--- config.mk ---
export PLATFORM = sky130hd
export DESIGN_NAME = can_sleep_ctrl
export DESIGN_NICKNAME = d
export VERILOG_FILES = /design/src/rtl/can_sleep_pkg.sv /design/src/rtl/can_sleep_fsm.sv /design/src/rtl/can_sleep_recq.sv /design/src/rtl/can_sleep_wakeflag.sv /design/src/rtl/can_sleep_ctrl.sv
export SDC_FILE = /design/constraint.sdc
export NUM_CORES = 1
export LEC_CHECK = 0
export ABC_AREA = 1
export CAP_MARGIN = 20
export CORE_AREA = 4 4 41 43
export DETAILED_ROUTE_END_ITERATION = 16
export DIE_AREA = 0 0 45 47
export MAX_ROUTING_LAYER = met4
export PLACE_DENSITY_LB_ADDON = 0.1
export SETUP_SLACK_MARGIN = 0.02
export SLEW_MARGIN = 20
export SYNTH_ARGS = -nofsm -noshare
export SYNTH_HDL_FRONTEND = slang
export SYNTH_SLANG_ARGS = --single-unit
--- constraint.sdc ---
create_clock -name clk_i -period 3.3 [get_ports clk_i]
set_input_delay 0.825 -clock clk_i [delete_from_list [all_inputs] [get_ports clk_i]]
set_output_delay 0.825 -clock clk_i [all_outputs]
set_load 0.01 [all_outputs]
--- src/rtl/can_sleep_pkg.sv ---
package can_sleep_pkg;
  typedef enum logic [1:0] {
    MODE_NORMAL = 2'b00,
    MODE_HALT   = 2'b01,
    MODE_PEND   = 2'b10,
    MODE_SLEEP  = 2'b11
  } mode_e;
endpackage

--- src/rtl/can_sleep_fsm.sv ---
module can_sleep_fsm
  import can_sleep_pkg::*;
(
  input  logic  clk_i,
  input  logic  rst_ni,
  input  logic  we_i,
  input  logic  halt_wd_i,
  input  logic  sleep_wd_i,
  input  logic  bwake_wd_i,
  input  logic  bus_idle_i,
  input  logic  bus_disc_i,
  input  logic  dom_bit_i,
  output mode_e mode_o,
  output logic  in_sleep_o,
  output logic  bus_wake_o
);
  logic  halt_q, sleep_q, bwake_q;
  logic  halt_req, sleep_req, quiet;
  mode_e mode_q, mode_d;

  // a write this cycle takes effect at the same edge
  assign halt_req  = we_i ? halt_wd_i  : halt_q;
  assign sleep_req = we_i ? sleep_wd_i : sleep_q;
  assign quiet     = bus_idle_i | ((mode_q == MODE_HALT) & bus_disc_i);
  assign bus_wake_o = (mode_q == MODE_SLEEP) & sleep_req & bwake_q & dom_bit_i;

  always_comb begin
    mode_d = mode_q;
    unique case (mode_q)
      MODE_NORMAL, MODE_HALT: begin
        if (sleep_req)     mode_d = quiet ? MODE_SLEEP : MODE_PEND;
        else if (halt_req) mode_d = MODE_HALT;
        else               mode_d = MODE_NORMAL;
      end
      MODE_PEND: begin
        if (!sleep_req)    mode_d = halt_req ? MODE_HALT : MODE_NORMAL;
        else if (quiet)    mode_d = MODE_SLEEP;
      end
      MODE_SLEEP: begin
        if (!sleep_req || bus_wake_o) mode_d = halt_req ? MODE_HALT : MODE_NORMAL;
      end
      default: mode_d = MODE_NORMAL;
    endcase
  end

  always_ff @(posedge clk_i or negedge rst_ni) begin
    if (!rst_ni) begin
      mode_q  <= MODE_NORMAL;
      halt_q  <= 1'b0;
      sleep_q <= 1'b0;
      bwake_q <= 1'b0;
    end else begin
      mode_q <= mode_d;
      if (we_i) begin
        halt_q  <= halt_wd_i;
        bwake_q <= bwake_wd_i;
      end
      if (bus_wake_o) sleep_q <= 1'b0;
      else if (we_i)  sleep_q <= sleep_wd_i;
    end
  end

  assign mode_o     = mode_q;
  assign in_sleep_o = (mode_q == MODE_SLEEP);

  p_defer_busy_r2: assert property (@(posedge clk_i) disable iff (!rst_ni)
    (mode_q == MODE_PEND && sleep_req && !bus_idle_i && !bus_disc_i) |=> (mode_q == MODE_PEND));
  p_bus_wake_exit_r5: assert property (@(posedge clk_i) disable iff (!rst_ni)
    bus_wake_o |=> (mode_q != MODE_SLEEP && !sleep_q));
  p_halt_enter_r3: assert property (@(posedge clk_i) disable iff (!rst_ni)
    (mode_q == MODE_NORMAL && we_i && halt_wd_i && !sleep_wd_i) |=> (mode_q == MODE_HALT));
endmodule

--- src/rtl/can_sleep_recq.sv ---
module can_sleep_recq #(
  parameter int unsigned REC_BITS = 11
) (
  input  logic clk_i,
  input  logic rst_ni,
  input  logic bit_tick_i,
  input  logic rx_bit_i,
  input  logic in_sleep_i,
  output logic comm_en_o
);
  localparam int unsigned CNT_W = $clog2(REC_BITS + 1);
  localparam logic [CNT_W-1:0] CNT_MAX = CNT_W'(REC_BITS);

  logic [CNT_W-1:0] cnt_q;

  always_ff @(posedge clk_i or negedge rst_ni) begin
    if (!rst_ni)                          cnt_q <= '0;
    else if (in_sleep_i)                  cnt_q <= '0;
    else if (bit_tick_i && !rx_bit_i)     cnt_q <= '0;
    else if (bit_tick_i && cnt_q != CNT_MAX) cnt_q <= cnt_q + 1'b1;
  end

  assign comm_en_o = (cnt_q == CNT_MAX) & ~in_sleep_i;

  p_dom_kills_comm_r6: assert property (@(posedge clk_i) disable iff (!rst_ni)
    (bit_tick_i && !rx_bit_i) |=> !comm_en_o);
  p_comm_rise_on_rec_r6: assert property (@(posedge clk_i) disable iff (!rst_ni)
    $rose(comm_en_o) |-> $past(bit_tick_i && rx_bit_i));
endmodule

--- src/rtl/can_sleep_wakeflag.sv ---
module can_sleep_wakeflag (
  input  logic clk_i,
  input  logic rst_ni,
  input  logic in_sleep_i,
  input  logic dom_bit_i,
  input  logic flag_clr_i,
  input  logic irq_en_i,
  input  logic bus_wake_i,
  input  logic eof_i,
  output logic flag_o,
  output logic irq_o,
  output logic suppress_o
);
  logic flag_q, sup_q;

  always_ff @(posedge clk_i or negedge rst_ni) begin
    if (!rst_ni) begin
      flag_q <= 1'b0;
      sup_q  <= 1'b0;
    end else begin
      if (in_sleep_i && dom_bit_i) flag_q <= 1'b1;   // set beats clear
      else if (flag_clr_i)         flag_q <= 1'b0;
      if (bus_wake_i)              sup_q  <= 1'b1;
      else if (eof_i)              sup_q  <= 1'b0;
    end
  end

  assign flag_o     = flag_q;
  assign irq_o      = flag_q & irq_en_i;
  assign suppress_o = sup_q;

  p_flag_set_r8: assert property (@(posedge clk_i) disable iff (!rst_ni)
    (in_sleep_i && dom_bit_i) |=> flag_o);
  p_sup_set_r7: assert property (@(posedge clk_i) disable iff (!rst_ni)
    bus_wake_i |=> suppress_o);
  p_sup_clr_r7: assert property (@(posedge clk_i) disable iff (!rst_ni)
    (eof_i && !bus_wake_i) |=> !suppress_o);
endmodule

--- src/rtl/can_sleep_ctrl.sv ---
module can_sleep_ctrl
  import can_sleep_pkg::*;
#(
  parameter int unsigned REC_BITS = 11
) (
  input  logic       clk_i,
  input  logic       rst_ni,
  input  logic       ctrl_we_i,
  input  logic       ctrl_halt_i,
  input  logic       ctrl_sleep_i,
  input  logic       ctrl_bus_wake_i,
  input  logic       flag_clr_i,
  input  logic       irq_en_i,
  input  logic       bus_idle_i,
  input  logic       bus_disc_i,
  input  logic       rx_bit_i,
  input  logic       bit_tick_i,
  input  logic       eof_i,
  output logic [1:0] mode_o,
  output logic       comm_en_o,
  output logic       suppress_store_o,
  output logic       wake_flag_o,
  output logic       wake_irq_o
);
  mode_e mode;
  logic  in_sleep, bus_wake, dom_bit;

  assign dom_bit = bit_tick_i & ~rx_bit_i;

  can_sleep_fsm u_fsm (
    .clk_i      (clk_i),
    .rst_ni     (rst_ni),
    .we_i       (ctrl_we_i),
    .halt_wd_i  (ctrl_halt_i),
    .sleep_wd_i (ctrl_sleep_i),
    .bwake_wd_i (ctrl_bus_wake_i),
    .bus_idle_i (bus_idle_i),
    .bus_disc_i (bus_disc_i),
    .dom_bit_i  (dom_bit),
    .mode_o     (mode),
    .in_sleep_o (in_sleep),
    .bus_wake_o (bus_wake)
  );

  can_sleep_recq #(.REC_BITS(REC_BITS)) u_recq (
    .clk_i      (clk_i),
    .rst_ni     (rst_ni),
    .bit_tick_i (bit_tick_i),
    .rx_bit_i   (rx_bit_i),
    .in_sleep_i (in_sleep),
    .comm_en_o  (comm_en_o)
  );

  can_sleep_wakeflag u_flag (
    .clk_i      (clk_i),
    .rst_ni     (rst_ni),
    .in_sleep_i (in_sleep),
    .dom_bit_i  (dom_bit),
    .flag_clr_i (flag_clr_i),
    .irq_en_i   (irq_en_i),
    .bus_wake_i (bus_wake),
    .eof_i      (eof_i),
    .flag_o     (wake_flag_o),
    .irq_o      (wake_irq_o),
    .suppress_o (suppress_store_o)
  );

  assign mode_o = mode;

  p_no_comm_asleep_r6: assert property (@(posedge clk_i) disable iff (!rst_ni)
    (mode_o == 2'b11) |-> !comm_en_o);
endmodule

==> flow_metrics.tcl, run 1 <==
set metrics [dict create \
    diodes 0 \
    reg2reg_depth 7 \
    required_ns 2.47 \
    r2r_slack_ns 2.08 \
    r2r-start "u_recq.cnt_q[0]" \
    antenna_found_initial 0 \
    crit_path_start "irq_en_i" \
    drtAntennaViolNets 0 \
    rr_endpoint "u_recq.cnt_q[1]" \
    cap_violations 0 \
    whs_ns 0.484 \
    syn_area_um2 596 \
    fin_nets 113 \
    finalSetupViolCount 0 \
    n_fill_cell 126 \
    post-dp-hpwl_um 967 \
    synth_cells 76 \
    stdcell_area_um2 822 \
    coreArea_um2 1300 \
    finalCritPeriodShare_pct 82.1 \
    initial_core_util_pct 45.8 \
    grt_max_degree 12 \
    ys_seq_area_share_pct 46.2 \
    rsz0062_at_grt "no" \
    fin_crit_ns 2.71 \
    crit_type "primary input to output pin" \
    grt_usage_pct 15.0 \
    num_rows 13 \
    start_kind "primary input" \
    tritoncts "yes" \
    critPathCapture "wake_irq_o" \
    first_iter_violations 2 \
    hold_path_class "flop to flop" \
    synthesis.nets 90 \
    drc_errors 0 \
    die_w_um 45 \
    path_clk_slew_ns 0.07 \
    crit_path_max_fanout 1 \
    ys_warn_count 0 \
    clock_latency_ns 0.27 \
    drv_slew 0 \
    clock_tree.root_cell "clkbuf_4" \
    worstPathArrival_ns 1.88 \
    synth_seq_cells 11 \
    end_kind "output pin" \
    skew_ns 0.00151 \
    cts_buffers 3 \
    relSlewSlack_pct 66.6 \
    peakVddDrop_v 0.000281 \
    cts.sinks 11 \
    ios 19 \
    postLayoutCoreUtil_pct 63.2 \
    power_density_nw_per_um2 405 \
    drive_above_1_share_pct 14.3 \
    max_freq_mhz 369 \
    wl_per_cell_um 11.0 \
    wirelength_um 1240 \
    synth.avg_cell_area_um2 7.84 \
    syn2layout_area_growth_pct 38.0 \
    tns_ns 0 \
    leakagePower_nw 0.410 \
    cts_resized 0 \
    grt_pass1_wl_um 2090 \
    place.gp.congestion 0.774 \
    cts_setup_buffers 0 \
    dpl_cell_area_um2 795 \
    worst_pin_slew_ns 0.499 \
    dieArea_um2 2120 \
    overflow 0 \
    cts-htree-levels 1 \
    vias_per_cell 4.79 \
    grt_pass1_vias 521 \
    dr.pass1.iters 4 \
    clockBufferDepth 2 \
    num_vias 541 \
    status "completed" \
    hold_viol 0 \
    die_y_um 47 \
    port_buffers 18 \
    synth_cell_types 17 \
    cts_hold_buf 0 \
]
[synth_stat cells]
cell / number / area (um2)
inv_1: 12 / 45.0
o21ai_0: 1 / 5.00
o21ai_2: 1 / 8.76
nand2_1: 24 / 90.1
nand3b_1: 2 / 15.0
nand3_1: 3 / 15.0
dfrtp_1: 11 / 275
xor2_1: 1 / 8.76
nand2_2: 2 / 12.5
inv_2: 3 / 11.3
o22ai_1: 1 / 6.26
nand4_1: 3 / 18.8
nor2_1: 4 / 15.0
a21oi_1: 3 / 15.0
ha_1: 1 / 12.5
nand3_2: 3 / 30.0
nor2_4: 1 / 11.3
[worst min path at each step]
stage,start,to,depth (start not counted)
2_1_floorplan,u_fsm.halt_q,u_fsm.halt_q,2
3_3_place_gp,u_fsm.halt_q,u_fsm.halt_q,2
3_5_place_dp,u_fsm.halt_q,u_fsm.halt_q,2
4_1_cts,u_fsm.halt_q,u_fsm.halt_q,2
5_1_grt,u_fsm.halt_q,u_fsm.halt_q,2
6_report,u_fsm.halt_q,u_fsm.halt_q,2
[report_power, final]
part           switching, W   total, W  internal (W)
Combinational     0.0000392  0.0000794     0.0000402
Sequential        0.0000125   0.000161      0.000148
Clock             0.0000471  0.0000921     0.0000450
[layer usage]
metal	GRT usage [%]	routed length [um]	up-vias
met2	22.6	529	19
met4	7.02	25	0
li1	-	-	282
met3	7.28	135	4
met1	16.5	553	236
met5	-	0	-
[registers in the layout, indices dropped and copies added (netlist names)]
signal,cells
u_recq.cnt_q,4
u_fsm.sleep_q,1
u_fsm.halt_q,1
u_fsm.bwake_q,1
u_flag.suppress_o,1
u_fsm.mode_o,2
u_flag.flag_o,1
[area by class of cell]
class | count | area [um2] | area share (%)
clock buffers | 3 | 22.5 | 2.74
flip-flops and latches | 11 | 275 | 33.5
well taps | 15 | 18.8 | 2.28
multi-input cells | 50 | 264 | 32.1
inverters | 15 | 56.3 | 6.85
repair buffers | 18 | 180 | 21.9
clock inverters | 1 | 5.00 | 0.609
[layout by cell type, fill, tap and decap left out]
cell type        count
nand2_1             24
clkdlybuf4s50_1     18
inv_1               12
dfrtp_1             11
nor2_1               4
inv_2                3
nand3_2              3
nand4_1              3
a21oi_1              3
nand3_1              3
clkbuf_4             3
nand2_2              2
nand3b_1             2
nor2_4               1
o21ai_2              1
xor2_1               1
o22ai_1              1
o21ai_0              1
ha_1                 1
clkinv_2             1
[cells by family (layout without fill, tap and decap cells)]
group | after synthesis | count (layout) | share of synthesized area (%)
AOI/OAI and AO/OA | 6 | 6 | 5.88
xor gates and xnor gates | 1 | 1 | 1.47
adders and majority gates | 1 | 1 | 2.10
buffers and inverters | 15 | 37 | 9.45
DFF | 11 | 11 | 46.2
and+or+nand+nor | 42 | 42 | 34.9
[critical path: stages]
cell and delay [ns]:
clkdlybuf4s50_1 0.45, nand2_1 0.04, inv_1 0.04, clkdlybuf4s50_1 0.52
[stage by stage]
stage | setup slack, ns | std cells | total power (W)
after floorplan | 1.54 | 76 | 0.000203
after global placement | 0.595 | 109 | 0.000240
after detailed placement | 0.589 | 109 | 0.000243
after CTS | 0.583 | 113 | 0.000338
after global routing | 0.558 | 113 | 0.000359
final | 0.591 | 113 | 0.000333
Power figures use the tool's default switching activity.
==> inputs of run 2 (changes only) <==
- CORE_AREA: 4 4 41 43 -> unset
- CORE_MARGIN: unset -> 4
- CORE_UTILIZATION: unset -> 43
- DIE_AREA: 0 0 45 47 -> unset
- clock period: 3.3 -> 2.7 ns (I/O delays scaled with it)
==> run 2 against run 1 <==
  * Via count fell by 1.1%
  * First-iteration DRC count rose to 4.5 times the previous value
  * Clock skew grew 0.0010 ns
  * Cell count unchanged
  * Highest routed layer unchanged
  * Routed wire length grew 1.0%
  * Total power is 23% higher
  * Critical path depth increased by 2
==> flow_metrics.tcl, run 2 (synthesis results as in run 1) <==
set metrics [dict create \
    port_buffers 18 \
    wirelength_um 1260 \
    max_freq_mhz 407 \
    num_rows 13 \
    relSlewSlack_pct 66.8 \
    num_vias 535 \
    peakVddDrop_v 0.000304 \
    leakagePower_nw 0.408 \
    worst_pin_slew_ns 0.497 \
    final-instance-count-excl-fill 113 \
    die_y_um 45.2 \
    crit_path_max_fanout 4 \
    drc_errors 0 \
    reg2reg_depth 7 \
    cts_hold_buf 0 \
    whs_endpoint "u_fsm.halt_q" \
    cap_violations 0 \
    dr.pass1.iters 4 \
    drive_above_1_share_pct 13.3 \
    r2r-start "u_recq.cnt_q[0]" \
    dp_cells 109 \
    hold_depth 2 \
    cts-htree-levels 1 \
    layout.cells.most_common_list "nand2_1 (24), clkdlybuf4s50_1 (18), inv_1 (12)" \
    initial_core_util_pct 45.8 \
    grt_max_degree 12 \
    wl_per_cell_um 11.1 \
    largest_reg_flops 4 \
    max_stage_delay_ns 0.55 \
    vias_per_cell 4.73 \
    final_common_cell "nand2_1" \
    start_kind "flop" \
    required_ns 2.03 \
    finalSetupViolCount 0 \
    tritoncts "yes" \
    top_register "u_recq.cnt_q" \
    antenna_found_initial 0 \
    grt_pass1_wl_um 2050 \
    drv_slew 0 \
    path_clk_slew_ns 0.07 \
    drtAntennaViolNets 0 \
    clockBufferDepth 2 \
    dieArea_um2 2040 \
    hold_viol 0 \
    syn2layout_area_growth_pct 37.8 \
    post-dp-hpwl_um 966 \
    fin_total_pwr_w 0.000408 \
    skew_ns 0.00253 \
    rr_endpoint "u_recq.cnt_q[0]" \
    power_density_nw_per_um2 497 \
    ios 19 \
    crit_slowest_cell "clkdlybuf4s50_1" \
    cts.sinks 11 \
    coreArea_um2 1300 \
    worstHoldStart "u_fsm.halt_q" \
    overflow 0 \
    worstPathArrival_ns 1.78 \
    cpMostUsedCell "nand2_1" \
    cts_setup_buffers 0 \
    cts_buffers 3 \
    first_iter_violations 9 \
    hold_path_class "flop to flop" \
    crit_type "flop to output pin" \
    whs_ns 0.483 \
    end_kind "output pin" \
    status "completed" \
    crit_chain "ha_1 -> nand2_1 -> inv_1 -> nand2_1 -> nor2_1 -> clkdlybuf4s50_1" \
    n_fill_cell 137 \
    finalCritPeriodShare_pct 91.0 \
    fin_crit_ns 2.46 \
    fin_nets 113 \
    r2r_slack_ns 1.43 \
    die_w_um 45.2 \
    grt_usage_pct 14.4 \
    place.gp.congestion 0.807 \
    tns_ns 0 \
    diodes 0 \
    clock_tree.root_cell "clkbuf_4" \
    postLayoutCoreUtil_pct 63.1 \
    rsz0062_at_grt "no" \
    cts_resized 0 \
    clock_latency_ns 0.27 \
    grt_pass1_vias 507 \
]
## run 2: report_power, final
part	leakage (nW)	switching (W)	internal [W]	total [W]
Sequential	0.142	0.0000152	0.000181	0.000197
Clock	0.0150	0.0000573	0.0000573	0.000115
Combinational	0.251	0.0000476	0.0000489	0.0000965
## run 2: critical path, delay by kind of cell, from the launching register on
family | cells | cell delay, ns
buffers and inverters | 2 | 0.60
AND/OR/NAND/NOR | 3 | 0.29
flip-flops | 1 | 0.40
adder cells (fa/ha/maj) | 1 | 0.21
## run 2: stage by stage
step | setup WS (ns) | instance area [um2]
3_3_place_gp | 0.295 | 795
6_report | 0.244 | 821
3_5_place_dp | 0.262 | 795
4_1_cts | 0.251 | 821
5_1_grt | 0.102 | 821
2_1_floorplan | 1.13 | 596
## run 2: cell type report
cell class	count	area, um2	area share [%]
multi-input cells	50	264	32.2
inverters	15	56.3	6.86
repair buffers	18	180	22.0
flip-flops and latches	11	275	33.5
well taps	15	18.8	2.29
clock buffers	4	26.3	3.20
## run 2: worst max-delay path by stage
| stage | from | end | slack [ns] | cells after the start |
|---|---|---|---|---|
| after floorplan | u_recq.cnt_q[0] | comm_en_o | 1.13 | 5 |
| after CTS | u_recq.cnt_q[0] | comm_en_o | 0.25 | 6 |
| after global placement | irq_en_i | wake_irq_o | 0.29 | 4 |
| final | u_recq.cnt_q[0] | comm_en_o | 0.24 | 6 |
| after detailed placement | irq_en_i | wake_irq_o | 0.26 | 4 |
| after global routing | u_recq.cnt_q[0] | comm_en_o | 0.10 | 6 |
## run 2: metal layers
metal  up-vias  track usage, %  share of wire, %
met1       236            18.9                48
li1        280               -                 -
met4         0            7.02               2.1
met3         4            3.98               7.0
met5         -               -                 0
met2        15            20.3                43
